--- src/rtl/card_cmd_pkg.sv ---
package card_cmd_pkg;

  localparam int unsigned WORD_W = 32;
  localparam int unsigned OP_W   = 6;

  localparam logic [OP_W-1:0] OP_SWITCH = 6'd6;
  localparam logic [OP_W-1:0] OP_SELECT = 6'd7;
  localparam logic [OP_W-1:0] OP_ECHO   = 6'd8;
  localparam logic [OP_W-1:0] OP_HALT   = 6'd12;
  localparam logic [OP_W-1:0] OP_STATUS = 6'd13;
  localparam logic [OP_W-1:0] OP_BLEN   = 6'd16;
  localparam logic [OP_W-1:0] OP_RD_ONE = 6'd17;
  localparam logic [OP_W-1:0] OP_RD_MUL = 6'd18;
  localparam logic [OP_W-1:0] OP_WR_ONE = 6'd24;
  localparam logic [OP_W-1:0] OP_WR_MUL = 6'd25;
  localparam logic [OP_W-1:0] OP_OPCOND = 6'd41;
  localparam logic [OP_W-1:0] OP_RECORD = 6'd51;
  localparam logic [OP_W-1:0] OP_APP    = 6'd55;

  typedef enum logic [1:0] {ST_IDLE, ST_DIV, ST_XFER, ST_FILL} eng_st_e;
  typedef enum logic [1:0] {PAT_NONE, PAT_SWITCH, PAT_RECORD} pat_e;

  typedef struct packed {
    logic [WORD_W-1:0] resp0;
    logic              rw;
    logic              wr;
    logic              one_blk;
    logic              set_len;
    pat_e              pat;
  } dec_t;

  // state code at 12:9, ready at 8, app-command at 5
  function automatic logic [WORD_W-1:0] status_word(input logic [3:0] cur, input logic app);
    return {19'b0, cur, 1'b1, 2'b0, app, 5'b0};
  endfunction

endpackage

--- src/rtl/card_cmd_decode.sv ---
module card_cmd_decode
  import card_cmd_pkg::*;
#(
  parameter logic [WORD_W-1:0] SW_ARG_A = 32'h00FF_FFF1,
  parameter logic [WORD_W-1:0] SW_ARG_B = 32'h80FF_FFF1
) (
  input  logic [OP_W-1:0]   op_i,
  input  logic [WORD_W-1:0] arg_i,
  output dec_t              dec_o
);

  always_comb begin
    dec_o     = '0;
    dec_o.pat = PAT_NONE;
    case (op_i)
      OP_APP:    dec_o.resp0 = status_word(4'd4, 1'b1);
      OP_SELECT: dec_o.resp0 = status_word(4'd3, 1'b0);
      OP_HALT:   dec_o.resp0 = status_word(4'd5, 1'b0);
      OP_STATUS: dec_o.resp0 = status_word(4'd4, 1'b0);
      OP_BLEN: begin
        dec_o.resp0   = status_word(4'd4, 1'b0);
        dec_o.set_len = 1'b1;
      end
      OP_RD_ONE, OP_RD_MUL, OP_WR_ONE, OP_WR_MUL: begin
        dec_o.resp0   = status_word(4'd4, 1'b0);
        dec_o.rw      = 1'b1;
        dec_o.wr      = (op_i == OP_WR_ONE) || (op_i == OP_WR_MUL);
        dec_o.one_blk = (op_i == OP_RD_ONE) || (op_i == OP_WR_ONE);
      end
      OP_OPCOND: dec_o.resp0 = 32'h80FF_8000;
      OP_ECHO:   dec_o.resp0 = arg_i;
      OP_SWITCH: begin
        dec_o.resp0 = status_word(4'd4, 1'b1);
        if (arg_i == SW_ARG_A || arg_i == SW_ARG_B) dec_o.pat = PAT_SWITCH;
      end
      OP_RECORD: begin
        dec_o.resp0 = status_word(4'd4, 1'b1);
        dec_o.pat   = PAT_RECORD;
      end
      default: dec_o.resp0 = '0;
    endcase
  end

endmodule

--- src/rtl/card_blk_div.sv ---
module card_blk_div #(
  parameter int unsigned NUM_W = 32,
  parameter int unsigned DEN_W = 12
) (
  input  logic             clk_i,
  input  logic             rst_ni,
  input  logic             start_i,
  input  logic [NUM_W-1:0] num_i,
  input  logic [DEN_W-1:0] den_i,
  output logic             done_o,
  output logic [NUM_W-1:0] quot_o
);

  localparam int unsigned CW = $clog2(NUM_W);

  logic             busy_q, done_q;
  logic [CW-1:0]    cnt_q;
  logic [DEN_W-1:0] rem_q, den_q;
  logic [NUM_W-1:0] q_q;
  logic [DEN_W:0]   trial, diff;
  logic             ge;

  // restoring step, one quotient bit per cycle
  assign trial = {rem_q, q_q[NUM_W-1]};
  assign ge    = trial >= {1'b0, den_q};
  assign diff  = trial - {1'b0, den_q};

  always_ff @(posedge clk_i or negedge rst_ni) begin
    if (!rst_ni) begin
      busy_q <= 1'b0;
      done_q <= 1'b0;
      cnt_q  <= '0;
      rem_q  <= '0;
      den_q  <= '0;
      q_q    <= '0;
    end else begin
      done_q <= 1'b0;
      if (start_i) begin
        busy_q <= 1'b1;
        cnt_q  <= '0;
        rem_q  <= '0;
        den_q  <= den_i;
        q_q    <= num_i;
      end else if (busy_q) begin
        rem_q <= ge ? diff[DEN_W-1:0] : trial[DEN_W-1:0];
        q_q   <= {q_q[NUM_W-2:0], ge};
        cnt_q <= cnt_q + 1'b1;
        if (cnt_q == CW'(NUM_W - 1)) begin
          busy_q <= 1'b0;
          done_q <= 1'b1;
        end
      end
    end
  end

  assign done_o = done_q;
  assign quot_o = q_q;

endmodule

--- src/rtl/card_fill_pat.sv ---
module card_fill_pat
  import card_cmd_pkg::*;
#(
  parameter int unsigned AW        = 4,
  parameter int unsigned MARK_BYTE = 13,
  parameter logic [7:0]  MARK_VAL  = 8'd2,
  parameter logic [WORD_W-1:0] REC_W0 = 32'h0000_2502
) (
  input  pat_e              pat_i,
  input  logic [AW-1:0]     addr_i,
  output logic [WORD_W-1:0] data_o
);

  localparam int unsigned     MARK_WORD = MARK_BYTE / 4;
  localparam logic [WORD_W-1:0] MARK_DATA =
    WORD_W'(MARK_VAL) << (8 * (MARK_BYTE % 4));

  always_comb begin
    data_o = '0;
    case (pat_i)
      PAT_SWITCH: if (addr_i == AW'(MARK_WORD)) data_o = MARK_DATA;
      PAT_RECORD: if (addr_i == '0) data_o = REC_W0;
      default:    data_o = '0;
    endcase
  end

endmodule

--- src/rtl/card_cmd_engine.sv ---
module card_cmd_engine
  import card_cmd_pkg::*;
#(
  parameter int unsigned LEN_W    = 12,
  parameter int unsigned CNT_W    = 16,
  parameter int unsigned DEF_LEN  = 512,
  parameter int unsigned ALIGN_LG = 9,
  parameter int unsigned SW_BYTES = 64,
  parameter int unsigned REC_BYTES = 8
) (
  input  logic                  clk_i,
  input  logic                  rst_ni,
  input  logic                  cmd_valid_i,
  input  logic [5:0]            cmd_op_i,
  input  logic [31:0]           cmd_arg_i,
  output logic                  cmd_ready_o,
  input  logic                  len_wr_i,
  input  logic [LEN_W-1:0]      len_val_i,
  input  logic                  cnt_wr_i,
  input  logic [CNT_W-1:0]      cnt_val_i,
  input  logic                  mode_wr_i,
  input  logic                  mode_hc_i,
  output logic [127:0]          resp_o,
  output logic                  cmd_done_o,
  output logic                  data_done_o,
  output logic                  align_warn_o,
  output logic                  xfer_req_o,
  output logic                  xfer_wr_o,
  output logic [31:0]           xfer_idx_o,
  output logic [CNT_W-1:0]      xfer_cnt_o,
  input  logic                  xfer_ack_i,
  output logic                  buf_we_o,
  output logic [$clog2(SW_BYTES/4)-1:0] buf_waddr_o,
  output logic [31:0]           buf_wdata_o
);

  localparam int unsigned SW_WORDS  = SW_BYTES / 4;
  localparam int unsigned REC_WORDS = REC_BYTES / 4;
  localparam int unsigned BUF_AW    = $clog2(SW_WORDS);
  localparam int unsigned RESP_W    = 4 * WORD_W;

  eng_st_e           st_q;
  dec_t              dec;
  logic              accept, div_start, div_done, misaligned;
  logic [WORD_W-1:0] div_quot;
  logic [LEN_W-1:0]  len_q;
  logic [CNT_W-1:0]  blk_cnt_q, xcnt_q;
  logic              hc_q, xwr_q;
  logic [RESP_W-1:0] resp_q;
  logic              cmd_done_q, data_done_q, warn_q;
  logic [WORD_W-1:0] idx_q;
  logic [BUF_AW-1:0] fill_cnt_q, fill_last;
  pat_e              pat_q;

  card_cmd_decode u_dec (
    .op_i  (cmd_op_i),
    .arg_i (cmd_arg_i),
    .dec_o (dec)
  );

  assign accept     = cmd_valid_i && (st_q == ST_IDLE);
  assign misaligned = |cmd_arg_i[ALIGN_LG-1:0];
  assign div_start  = accept && dec.rw && !hc_q;

  card_blk_div #(.NUM_W(WORD_W), .DEN_W(LEN_W)) u_div (
    .clk_i   (clk_i),
    .rst_ni  (rst_ni),
    .start_i (div_start),
    .num_i   (cmd_arg_i),
    .den_i   (len_q),
    .done_o  (div_done),
    .quot_o  (div_quot)
  );

  card_fill_pat #(.AW(BUF_AW)) u_pat (
    .pat_i  (pat_q),
    .addr_i (fill_cnt_q),
    .data_o (buf_wdata_o)
  );

  assign fill_last = (pat_q == PAT_RECORD) ? BUF_AW'(REC_WORDS - 1) : BUF_AW'(SW_WORDS - 1);

  // sequencing
  always_ff @(posedge clk_i or negedge rst_ni) begin
    if (!rst_ni) begin
      st_q        <= ST_IDLE;
      resp_q      <= '0;
      cmd_done_q  <= 1'b0;
      data_done_q <= 1'b0;
      warn_q      <= 1'b0;
      idx_q       <= '0;
      xcnt_q      <= '0;
      xwr_q       <= 1'b0;
      fill_cnt_q  <= '0;
      pat_q       <= PAT_NONE;
    end else begin
      cmd_done_q  <= 1'b0;
      data_done_q <= 1'b0;
      warn_q      <= 1'b0;
      case (st_q)
        ST_IDLE: begin
          if (cmd_valid_i) begin
            resp_q             <= '0;
            resp_q[WORD_W-1:0] <= dec.resp0;
            cmd_done_q         <= 1'b1;
            if (dec.rw) begin
              xwr_q  <= dec.wr;
              xcnt_q <= dec.one_blk ? CNT_W'(1) : blk_cnt_q;
              warn_q <= !hc_q && misaligned;
              if (hc_q) begin
                idx_q <= cmd_arg_i;
                st_q  <= ST_XFER;
              end else begin
                st_q  <= ST_DIV;
              end
            end else if (dec.pat != PAT_NONE) begin
              pat_q      <= dec.pat;
              fill_cnt_q <= '0;
              st_q       <= ST_FILL;
            end
          end
        end
        ST_DIV: begin
          if (div_done) begin
            idx_q <= div_quot;
            st_q  <= ST_XFER;
          end
        end
        ST_XFER: begin
          if (xfer_ack_i) begin
            data_done_q <= 1'b1;
            st_q        <= ST_IDLE;
          end
        end
        ST_FILL: begin
          if (fill_cnt_q == fill_last) begin
            data_done_q <= 1'b1;
            st_q        <= ST_IDLE;
          end else begin
            fill_cnt_q <= fill_cnt_q + 1'b1;
          end
        end
        default: st_q <= ST_IDLE;
      endcase
    end
  end

  // settings held for the register block; command side wins a collision
  always_ff @(posedge clk_i or negedge rst_ni) begin
    if (!rst_ni) begin
      len_q     <= LEN_W'(DEF_LEN);
      blk_cnt_q <= CNT_W'(1);
      hc_q      <= 1'b0;
    end else begin
      if (accept && dec.set_len)  len_q <= cmd_arg_i[LEN_W-1:0];
      else if (len_wr_i)          len_q <= len_val_i + 1'b1;
      if (accept && dec.one_blk)  blk_cnt_q <= CNT_W'(1);
      else if (cnt_wr_i)          blk_cnt_q <= cnt_val_i + 1'b1;
      if (mode_wr_i)              hc_q <= mode_hc_i;
    end
  end

  assign cmd_ready_o  = (st_q == ST_IDLE);
  assign resp_o       = resp_q;
  assign cmd_done_o   = cmd_done_q;
  assign data_done_o  = data_done_q;
  assign align_warn_o = warn_q;
  assign xfer_req_o   = (st_q == ST_XFER);
  assign xfer_wr_o    = xwr_q;
  assign xfer_idx_o   = idx_q;
  assign xfer_cnt_o   = xcnt_q;
  assign buf_we_o     = (st_q == ST_FILL);
  assign buf_waddr_o  = fill_cnt_q;

endmodule

--- config.mk ---
export PLATFORM = sky130hd
export DESIGN_NAME = card_cmd_engine
export DESIGN_NICKNAME = d
export VERILOG_FILES = /design/src/rtl/card_cmd_pkg.sv /design/src/rtl/card_cmd_decode.sv /design/src/rtl/card_blk_div.sv /design/src/rtl/card_fill_pat.sv /design/src/rtl/card_cmd_engine.sv
export SDC_FILE = /design/constraint.sdc
export NUM_CORES = 1
export LEC_CHECK = 0
export ABC_AREA = 1
export BUFFER_PORTS_ARGS = -buffer_cell sky130_fd_sc_hd__buf_2
export CORE_UTILIZATION = 53
export DETAILED_ROUTE_END_ITERATION = 16
export PLACE_DENSITY = 0.81
export SYNTH_ARGS = -nofsm -noshare
export SYNTH_HDL_FRONTEND = slang
export SYNTH_SLANG_ARGS = --single-unit
--- constraint.sdc ---
create_clock -name clk_i -period 2.55 [get_ports clk_i]
set_clock_uncertainty 0.05 [all_clocks]
set_input_delay 0.1275 -clock clk_i [delete_from_list [all_inputs] [get_ports clk_i]]
set_output_delay 0.1275 -clock clk_i [all_outputs]
set_load 0.03 [all_outputs]
==> out/metrics.cfg, run 1 <==
[floorplanning]
ios=293
die-area_um2=20460
fp.coreArea_um2=19460
die_y_um=143.0
initial_utilization_pct=54.18
rows=51
die_w_um=143.0

[logic_synthesis]
synthArstFlopShare_pct=100.0
avgSynthCellArea_um2=7.646
ys_seq_area_share_pct=43.69
synth_top_flop_cell=dfrtp_1
synth_warnings=0
synth_mux_area_share_pct=0
postSynthCellCount=1379
synth_top_area_share_pct=43.19
yosysMostFrequentCell=nand2_1
ys_ff_latch=184
yosys.area_share.simple_pct=25.95
synth-xor-area-share_pct=1.911
synthAdderAreaFrac_pct=2.563
synth_top_family_by_area=simple AND/OR/NAND/NOR gates
synth_cell_types=40
yosysTopAreaCell=dfrtp_1
synth_edf_count=0
yosys-top-cells-area=dfrtp_1 43%, nand2_1 17%, buf_4 9.3%
synthTopCellsByCount=465 x nand2_1, 182 x dfrtp_1, 153 x inv_1, 131 x buf_4, 82 x nand3_1
synth_area_um2=10540
synth_compound_area_share_pct=9.351

[routing]
wirelength_um=28000
ant_nets=0
vias=9624
drc_errors=0
avgViaCountPerCell=5.155
drt_iter0_drc=780
first_pass_iters=6
routedWlPerCell_um=15.00

[setup_path]
crit_path_start_kind=flip-flop
required_ns=2.86
cp.arrival_ns=2.61
worstPathCellList=inv_2, nand2_2, nor2_4, nand3_2, nand2_1, inv_1, nand2_1, nand3_1, dlygate4sd3_1
cp_slowest_stage_delay_ns=0.56
critPathKind=reg -> reg
crit_slowest_cell=dlygate4sd3_1
critPathMaxFanout=8
crit_top_cell=nand2_1
end_kind=flip-flop

[global_route]
track_usage_pct=27.68
grt_max_degree=65
grt_pass1_vias=8952
grt_overflow_total=0
antenna_found_initial=0
grt_pass1_wl_um=44150

[layout]
nets=1684
stdcell_area_um2=12370
drive_gt1_share_pct=15.11
final_core_util_pct=63.58
antenna_cells=0
area_growth_pct=17.36

[power_and_ir_drop]
ir_drop_mv=0.5385
p_leak_uw=0.006786
power.density_nw_per_um2=839.7

[timing]
min_period_ns=2.302
hold_viol=0
tns_ns=0
tightest_slew_ns=0.7795
relSlewSlack_pct=47.96
fin_crit_sh_pct=90.29
setup_viol=0
report.final.slew_viol_count=0
timing.fmax_mhz=434.3
rsz0062_at_grt=no
fin_ws_ns=0.2476

[cts]
insertion_delay_ns=0.44
numCtsBuffers=17
cts_root_buf=clkbuf_16
clock_path_buffers=2
cts.sinks=184
clk_pin_slew_ns=0.07
cts_tree=yes
htree_levels=4

[place]
numPortBuffers=169
dp_slack_ns=0.3585
dp_hpwl_um=19260
place.gp.congestion=0.8966
placed_area_um2=11230

[worst_hold_path]
hold_path.class=in -> reg

[outcome]
status=completed

[flow_run]
cap_violations=0

-- path summary, 6_finish.rpt --
check,startpoint,to,slack [ns],depth (start not counted)
max,st_q[1]$_DFFE_PN0P_,len_q[9]$_DFFE_PN1P_,0.25,9
min,cmd_arg_i[3],u_div.quot_o[3]$_DFFE_PN0P_,0.01,3
max reg2reg,st_q[1]$_DFFE_PN0P_,len_q[9]$_DFFE_PN1P_,0.25,9
min reg2reg,xfer_cnt_o[11]$_DFFE_PN0P_,xfer_cnt_o[11]$_DFFE_PN0P_,0.43,2
max in group asynchronous,rst_ni,st_q[1]$_DFFE_PN0P_,1.52,3
min in group asynchronous,rst_ni,xfer_idx_o[23]$_DFFE_PN0P_,0.14,2
-- critical path, delay by kind of cell, from the launching register on --
family | cells | cell delay, ns
buf+inv | 3 | 0.83
flops | 1 | 0.46
simple gates | 6 | 0.88
-- kinds of logic (layout without fill, tap and decap cells) --
group,count (synthesis),count (layout)
AOI/OAI and AO/OA,164,164
other,1,123
xor gates and xnor gates,23,23
DFF,184,184
adders and majority gates,21,21
buffers and inverters,327,428
and+or+nand+nor,659,659
-- registers in the layout (all words and copies together), names as in the netlist --
| register | flops |
|---|---|
| align_warn_o | 1 |
| blk_cnt_q | 16 |
| buf_waddr_o | 4 |
| cmd_done_o | 1 |
| data_done_o | 1 |
| hc_q | 1 |
| len_q | 12 |
| pat_q | 2 |
| resp_o | 32 |
| st_q | 2 |
| u_div.busy_q | 1 |
| u_div.cnt_q | 5 |
| u_div.den_q | 12 |
| u_div.done_o | 1 |
| u_div.quot_o | 32 |
| u_div.rem_q | 12 |
| xfer_cnt_o | 16 |
| xfer_idx_o | 32 |
| xfer_wr_o | 1 |
-- layer usage --
layer | global-route usage [%] | wire [µm] | part of all wire (%)
met5 | 0 | 0 | 0
met4 | 10.64 | 804 | 2.9
met3 | 6.271 | 2300 | 8.2
met2 | 45.42 | 13410 | 48
met1 | 35.49 | 11480 | 41
-- stage by stage --
stage	instances	total power (µW)	hold WS [ns]
2_1_floorplan	1501	6552	-0.2181
3_3_place_gp	1785	7347	0.05161
3_5_place_dp	1785	7439	0.05497
4_1_cts	1867	10350	0.0002313
5_1_grt	1867	10930	0.01258
6_report	1867	10390	0.01112
-- cells in the final DEF, fill, tap and decap left out, types with 3 or more instances in the layout --
cell           count
nand2_1          465
dfrtp_1          182
buf_2            168
inv_1            153
conb_1           123
nand3_1           81
o21ai_0           57
nor2_1            55
dlygate4sd3_1     50
o21ai_1           35
nand4_1           21
ha_1              20
a22o_1            17
clkbuf_16         17
o211ai_1          16
xnor2_1           15
buf_4             15
o31ai_1           13
a21oi_1           12
nor3_1            10
xor2_1             8
nand3b_1           6
inv_2              5
nand2_2            5
o22ai_1            5
inv_8              5
buf_12             4
nor2_2             3
nand3_2            3
or2_2              3
bufinv_16          3
-- final cells by class --
class | instances | area [µm²]
clock inverters | 14 | 205.2
flip-flops and latches | 184 | 4607
well taps | 265 | 331.6
clock buffers | 18 | 429.2
multi-input cells | 990 | 4663
fillers | 1641 | 7088
repair buffers | 238 | 1545
inverters | 158 | 593.1
-- what timing repair did --
action | 4_1_cts | 5_1_grt
endpoints found under the setup margin | 0 | 2
setup buffers | 0 | 0
hold endpoints to repair | 149 | 0
gates resized for setup | 0 | 2
hold buffers | 50 | 0
-- power breakdown --
group          total [µW]  switching (µW)  internal [µW]
clock                2850            1260           1590
combinational        3720            2690           1030
sequential           3820             352           3460
total               10400            4300           6090
No activity file was read; power rests on OpenSTA's default activity.
==> run 2, diff against run 1 <==
clock period = 2.4 ns   (was 2.55 ns; I/O delays follow)
==> run 2 against run 1 <==
- wire length down 4.2%
- register-to-register slack worse by 0.07 ns
- non-clock buffer count up 2
- largest cell class unchanged
==> out/metrics.cfg, run 2 (synthesized netlist as in run 1, its figures left out) <==
[setup_path]
required_ns=2.70  ; was 2.86 ns
crit_path_start_kind=flip-flop  ; unchanged
critPathKind=reg -> reg  ; unchanged
critPathMaxFanout=8  ; unchanged
end_kind=flip-flop  ; unchanged
cp.arrival_ns=2.53  ; was 2.61 ns

[global_route]
track_usage_pct=26.93  ; was 27.68%
antenna_found_initial=0  ; unchanged
grt_pass1_vias=8656  ; was 8,952
grt_overflow_total=0  ; unchanged
grt_max_degree=76  ; was 65
grt_pass1_wl_um=42720  ; was 44,150 µm

[flow_run]
cap_violations=0  ; unchanged

[routing]
vias=9397  ; was 9,624
avgViaCountPerCell=5.028  ; was 5.155
first_pass_iters=5  ; was 6
drt_iter0_drc=653  ; was 780
wirelength_um=26820  ; was 28,000 µm
routedWlPerCell_um=14.35  ; was 15.00 µm
ant_nets=0  ; unchanged
drc_errors=0  ; unchanged

[cts]
cts.sinks=184  ; unchanged
clock_path_buffers=2  ; unchanged
htree_levels=4  ; unchanged
numCtsBuffers=17  ; unchanged
cts_tree=yes  ; unchanged
clk_pin_slew_ns=0.07  ; about the same
insertion_delay_ns=0.43  ; was 0.44 ns
cts_root_buf=clkbuf_16  ; unchanged

[timing]
min_period_ns=2.222  ; was 2.302 ns
fin_crit_sh_pct=92.59  ; was 90.29%
tightest_slew_ns=0.7927  ; was 0.7795 ns
tns_ns=0  ; unchanged
timing.fmax_mhz=450.0  ; was 434.3 MHz
hold_viol=0  ; unchanged
setup_viol=0  ; unchanged
relSlewSlack_pct=46.96  ; was 47.96%
rsz0062_at_grt=no  ; unchanged
hold_slack_ns=0.01879  ; was 0.01112 ns
report.final.slew_viol_count=0  ; unchanged

[floorplanning]
initial_utilization_pct=54.18  ; unchanged
fp.coreArea_um2=19460  ; unchanged
ios=293  ; unchanged
rows=51  ; unchanged
die_w_um=143.0  ; unchanged
die-area_um2=20460  ; unchanged
die_y_um=143.0  ; unchanged

[layout]
nets=1686  ; was 1,684
final_common_cell=nand2_1  ; unchanged
drive_gt1_share_pct=15.27  ; was 15.11%
area_growth_pct=17.18  ; was 17.36%
final_cell_mix=464 x nand2_1, 182 x dfrtp_1, 168 x buf_2, 152 x inv_1, 123 x conb_1  ; was 465 x nand2_1, 182 x dfrtp_1, 168 x buf_2, 153 x inv_1, 123 x conb_1
antenna_cells=0  ; unchanged

[power_and_ir_drop]
ir_drop_mv=0.5903  ; was 0.5385 mV
power.density_nw_per_um2=878.7  ; was 839.7 nW/µm²
p_leak_uw=0.006769  ; was 0.006786 µW

[worst_hold_path]
hold_path.class=in -> reg  ; unchanged

[outcome]
status=completed  ; unchanged

[place]
place.gp.congestion=0.8982  ; was 0.8966
dp_hpwl_um=18790  ; was 19,260 µm
numPortBuffers=169  ; unchanged

-- run 2: timing repair --
item / CTS / global route
buffers inserted: 0 / 0
resized for setup: 0 / 3
hold endpoints to repair: 146 / 0
hold buffers: 51 / 0
endpoints found under the setup margin: 0 / 2
-- run 2: per-stage QoR --
| stage | total power [µW] | util (%) | worst slack (ns) | instance area, µm² | std cells |
|---|---|---|---|---|---|
| final | 10860 | 63.48 | 0.1778 | 12360 | 1869 |
| after CTS | 10850 | 63.43 | 0.03623 | 12340 | 1869 |
| after detailed placement | 7897 | 57.69 | 0.3057 | 11230 | 1786 |
| after floorplan | 6961 | - | 0.5011 | 11000 | 1501 |
| after global routing | 11430 | 63.48 | 0.05045 | 12360 | 1869 |
| after global placement | 7803 | 57.69 | 0.3971 | 11230 | 1786 |
-- run 2: power breakdown --
part	internal (µW)	leakage, µW	total (µW)	switching, µW
logic	1100	0.00407	3930	2830
clock network	1540	0.000294	2880	1340
registers	3680	0.00240	4050	371
total	6320	0.00677	10900	4540
-- run 2: area by class of cell --
cell class,instances,area [µm²]
Inverter,158,596.8
Multi-Input combinational cell,990,4663
Tap cell,265,331.6
Sequential cell,184,4607
Clock inverter,13,153.9
Fill cell,1669,7107
Clock buffer,19,452.9
Timing Repair Buffer,240,1550
-- run 2: metal layers --
layer  global-route usage (%)  vias up  share of wire (%)
met5                        0        -                  0
met4                    9.055        0                2.2
met3                    5.231       45                6.0
met2                    44.70      359                 49
met1                    35.18     4445                 43
li1                         -     4548                  -
-- run 2: worst max-delay path, stage by stage, from the launching register on --
cell,delay [ns]
dfrtp_1,0.47
inv_2,0.12
nand2_2,0.08
nor2_4,0.19
nand3_2,0.16
nand2_2,0.16
inv_1,0.13
nand2_1,0.13
nand3_1,0.08
dlygate4sd3_1,0.56
-- run 2: final timing paths --
path	slack (ns)	from	cells past startpoint	endpoint
min in group asynchronous	0.22	rst_ni	2	xfer_idx_o[26]$_DFFE_PN0P_
min	0.02	cnt_val_i[8]	4	blk_cnt_q[8]$_DFFE_PN0P_
max reg2reg	0.18	st_q[1]$_DFFE_PN0P_	9	len_q[9]$_DFFE_PN1P_
max	0.18	st_q[1]$_DFFE_PN0P_	9	len_q[9]$_DFFE_PN1P_
min reg2reg	0.43	resp_o[18]$_DFFE_PN0P_	2	resp_o[18]$_DFFE_PN0P_
max in group asynchronous	1.30	rst_ni	3	resp_o[14]$_DFFE_PN0P_
==> run 3, diff against run 2 <==
ABC_AREA = not set   (was 1)
==> run 3 against run 2 <==
- via count down 12%
- register-to-register slack worse by 0.03 ns
- area after synthesis decreased by 3.3%
- clock power is 3% lower
- sequential power increased by 19%
- cell count fell by 16%
- first-iteration DRC count is 39% lower
- final area down 2.8%
- die area decreased by 3.3%
==> out/metrics.cfg, run 3 <==
[setup_path]
cp.arrival_ns=2.55  ; was 2.53 ns
required_ns=2.70  ; about the same
cp_slowest_stage_delay_ns=0.61  ; was 0.56 ns
crit_path_start_kind=flip-flop  ; unchanged
reg2reg_slack_ns=0.15  ; was 0.18 ns
r2r-start=pat_q[0]$_DFFE_PN0P_  ; was st_q[1]$_DFFE_PN0P_
critPathMaxFanout=4  ; was 8
critPathKind=reg -> reg  ; unchanged
worstPathCellList=inv_1, ha_1, or4b_2, a21oi_2, o22ai_1, o41ai_1, o21ai_0, o31ai_1  ; was inv_2, nand2_2, nor2_4, nand3_2, nand2_2, inv_1, nand2_1, nand3_1, dlygate4sd3_1
r2r-end=buf_waddr_o[3]$_DFFE_PN0P_  ; was len_q[9]$_DFFE_PN1P_
crit_start=pat_q[0]$_DFFE_PN0P_  ; was st_q[1]$_DFFE_PN0P_
crit_slowest_cell=or4b_2  ; was dlygate4sd3_1
end_kind=flip-flop  ; unchanged
worstRegToRegCells=8  ; was 9

[logic_synthesis]
yosysMostFrequentCell=dfrtp_1  ; was nand2_1
synthArstFlopShare_pct=100.0  ; unchanged
yosys-top-cells-area=dfrtp_1 45%, buf_4 9.4%, mux2i_1 7.6%  ; was dfrtp_1 43%, nand2_1 17%, buf_4 9.3%
avgSynthCellArea_um2=9.175  ; was 7.646 µm²
ys_ff_latch=184  ; unchanged
synth_top_area_share_pct=44.68  ; was 43.19%
synth_warnings=0  ; unchanged
synth_top_flop_cell=dfrtp_1  ; unchanged
synthTopCellsByCount=182 x dfrtp_1, 181 x nand2_1, 135 x o21ai_0, 127 x buf_4, 77 x mux2i_1  ; was 465 x nand2_1, 182 x dfrtp_1, 153 x inv_1, 131 x buf_4, 82 x nand3_1
yosysTopAreaCell=dfrtp_1  ; unchanged
ys_seq_area_share_pct=45.19  ; was 43.69%
synth_edf_count=0  ; unchanged
postSynthCellCount=1111  ; was 1,379
synth_area_um2=10190  ; was 10,540 µm²
synth_cell_types=68  ; was 40

[layout]
area_growth_pct=17.80  ; was 17.18%
final_common_cell=dfrtp_1  ; was nand2_1
drive_gt1_share_pct=19.13  ; was 15.27%
final_core_util_pct=63.98  ; was 63.48%
nets=1415  ; was 1,686
final_cell_mix=181 x dfrtp_1, 180 x nand2_1, 169 x buf_2, 133 x o21ai_0, 123 x conb_1  ; was 464 x nand2_1, 182 x dfrtp_1, 168 x buf_2, 152 x inv_1, 123 x conb_1

[worst_hold_path]
hold_path_end=blk_cnt_q[1]$_DFFE_PN0P_  ; was blk_cnt_q[8]$_DFFE_PN0P_
hold_path.class=in -> reg  ; unchanged
hold-path-cell-count=3  ; was 4
hp-start=cnt_wr_i  ; was cnt_val_i[8]

[timing]
hold_viol=0  ; unchanged
fin_crit_sh_pct=93.85  ; was 92.59%
tightest_slew_ns=0.7324  ; was 0.7927 ns
report.final.slew_viol_count=0  ; unchanged
relSlewSlack_pct=50.54  ; was 46.96%
fin_ws_ns=0.1477  ; was 0.1778 ns
tns_ns=0  ; unchanged
setup_viol=0  ; unchanged
rsz0062_at_grt=no  ; unchanged
min_period_ns=2.252  ; was 2.222 ns
hold_slack_ns=0.02583  ; was 0.01879 ns
timing.fmax_mhz=444.0  ; was 450.0 MHz

[power_and_ir_drop]
p_int_uw=7854  ; was 6317 µW
ir_drop_mv=0.6767  ; was 0.5903 mV
p_clk_share_pct=20.1  ; was 26.5%
p_leak_uw=0.005904  ; was 0.006769 µW
p_sw_uw=5950  ; was 4540 µW
power.density_nw_per_um2=1150  ; was 878.7 nW/µm²
p_comb_share_pct=45.0  ; was 36.2%
switching_share_pct=43.10  ; was 41.82%
power.share.sequential_pct=34.9  ; was 37.3%

[cts]
clk_pin_slew_ns=0.08  ; was 0.07 ns
htree_levels=4  ; unchanged
post_cts_buffers=0  ; unchanged
cts_tree=yes  ; unchanged
cts.sinks=184  ; unchanged
clock_path_buffers=2  ; unchanged
insertion_delay_ns=0.45  ; was 0.43 ns
numCtsBuffers=17  ; unchanged
cts_root_buf=clkbuf_16  ; unchanged

[floorplanning]
fp.coreArea_um2=18770  ; was 19,460 µm²
ios=293  ; unchanged
die_w_um=140.7  ; was 143.0 µm
die_y_um=140.7  ; was 143.0 µm
rows=50  ; was 51
initial_utilization_pct=54.31  ; was 54.18%
die-area_um2=19790  ; was 20,460 µm²

[flow_run]
cap_violations=0  ; unchanged

[place]
dp_hpwl_um=16770  ; was 18,790 µm
place.gp.congestion=0.8983  ; was 0.8982
numPortBuffers=169  ; unchanged
dp_slack_ns=0.06078  ; was 0.3057 ns

[global_route]
grt_pass1_vias=7818  ; was 8,656
grt_pass1_wl_um=39820  ; was 42,720 µm
track_usage_pct=25.42  ; was 26.93%
grt_overflow_total=0  ; unchanged
grt_max_degree=70  ; was 76
antenna_found_initial=1  ; was 0

[routing]
drc_errors=0  ; unchanged
routedWlPerCell_um=15.78  ; was 14.35 µm
wirelength_um=24750  ; was 26,820 µm
vias=8260  ; was 9,397
first_pass_iters=6  ; was 5
drt_iter0_drc=399  ; was 653
avgViaCountPerCell=5.268  ; was 5.028
ant_nets=0  ; unchanged

[outcome]
status=completed  ; unchanged

## run 3: changes by cell type in the layout (fill, tap and decap cells not counted), moves of 15 or more
cell and change:
inv_1 -127, o21ai_1 -24, nand3_1 -61, a22o_1 -15, o21ai_0 +76, a21oi_1 +45
nand2_1 -284, mux2i_1 +77, o211ai_1 -16
## run 3: metrics by stage
step	cells	cell area, µm²	total power, µW
6_report	1568	12010	13800
5_1_grt	1568	12010	14680
4_1_cts	1566	11990	13770
3_5_place_dp	1481	10870	10870
3_3_place_gp	1481	10870	10740
2_1_floorplan	1233	10650	9392
## run 3: timing repair
action / 4_1_cts / 5_1_grt
hold buffers: 53 / 0
resized for setup: 0 / 6
setup endpoints to repair: 0 / 9
endpoints found under the hold margin: 166 / 0
## run 3: power groups by stage
stage	clock (µW)	combinational (µW)	sequential, µW
finish	2780	6210	4820
global route	2930	6810	4940
CTS	2820	6150	4800
detailed placement	0	6030	4840
global placement	0	5930	4810
floorplan	0	3830	5560
## run 3: final cells by class
type	instances	area (µm²)
clock buffers	17	425.4
well taps	234	292.8
flip-flops and latches	184	4608
inverters	26	97.59
diodes	1	2.502
clock inverters	15	158.9
fillers	1514	6760
repair buffers	249	1645
multi-input cells	842	4777
## run 3: how the worst max path moves through the flow
stage                                             end  slack (ns)  cells past startpoint
after floorplan            u_div.rem_q[0]$_DFFE_PN0P_        0.19                      8
after global placement     u_div.rem_q[6]$_DFFE_PN0P_        0.16                      7
after detailed placement   u_div.rem_q[2]$_DFFE_PN0P_        0.06                      7
after CTS                  u_div.rem_q[2]$_DFFE_PN0P_        0.05                      7
after global routing      u_div.rem_q[10]$_DFFE_PN0P_        0.01                      9
final                      buf_waddr_o[3]$_DFFE_PN0P_        0.15                      8
## run 3: worst max-delay path, delay by kind of cell, from the launching register on
| family | cells | cell delay, ns |
|---|---|---|
| compound gates | 5 | 0.84 |
| simple gates | 1 | 0.61 |
| flops | 1 | 0.40 |
| fa+ha+maj | 1 | 0.18 |
| buf+inv | 1 | 0.06 |
## run 3: metal layers
layer	part of all wire (%)	vias to the layer above	wire length, µm	global-route usage, %
met3	5.9	36	1455	5.469
met2	49	288	12200	42.68
li1	-	3959	-	-
met5	0	-	0	0
met4	1.6	0	392	8.810
met1	43	3977	10700	32.59
## run 3: logic make-up after synthesis
kind of cell,share of synthesized area (%)
AND/OR/NAND/NOR,15.04
AO/OA/AOI/OAI,13.23
XOR/XNOR,3.179
multiplexers,7.892
flip-flops,45.19
other,0.03679
adder cells (fa/ha/maj),2.651
buffers and inverters,12.78
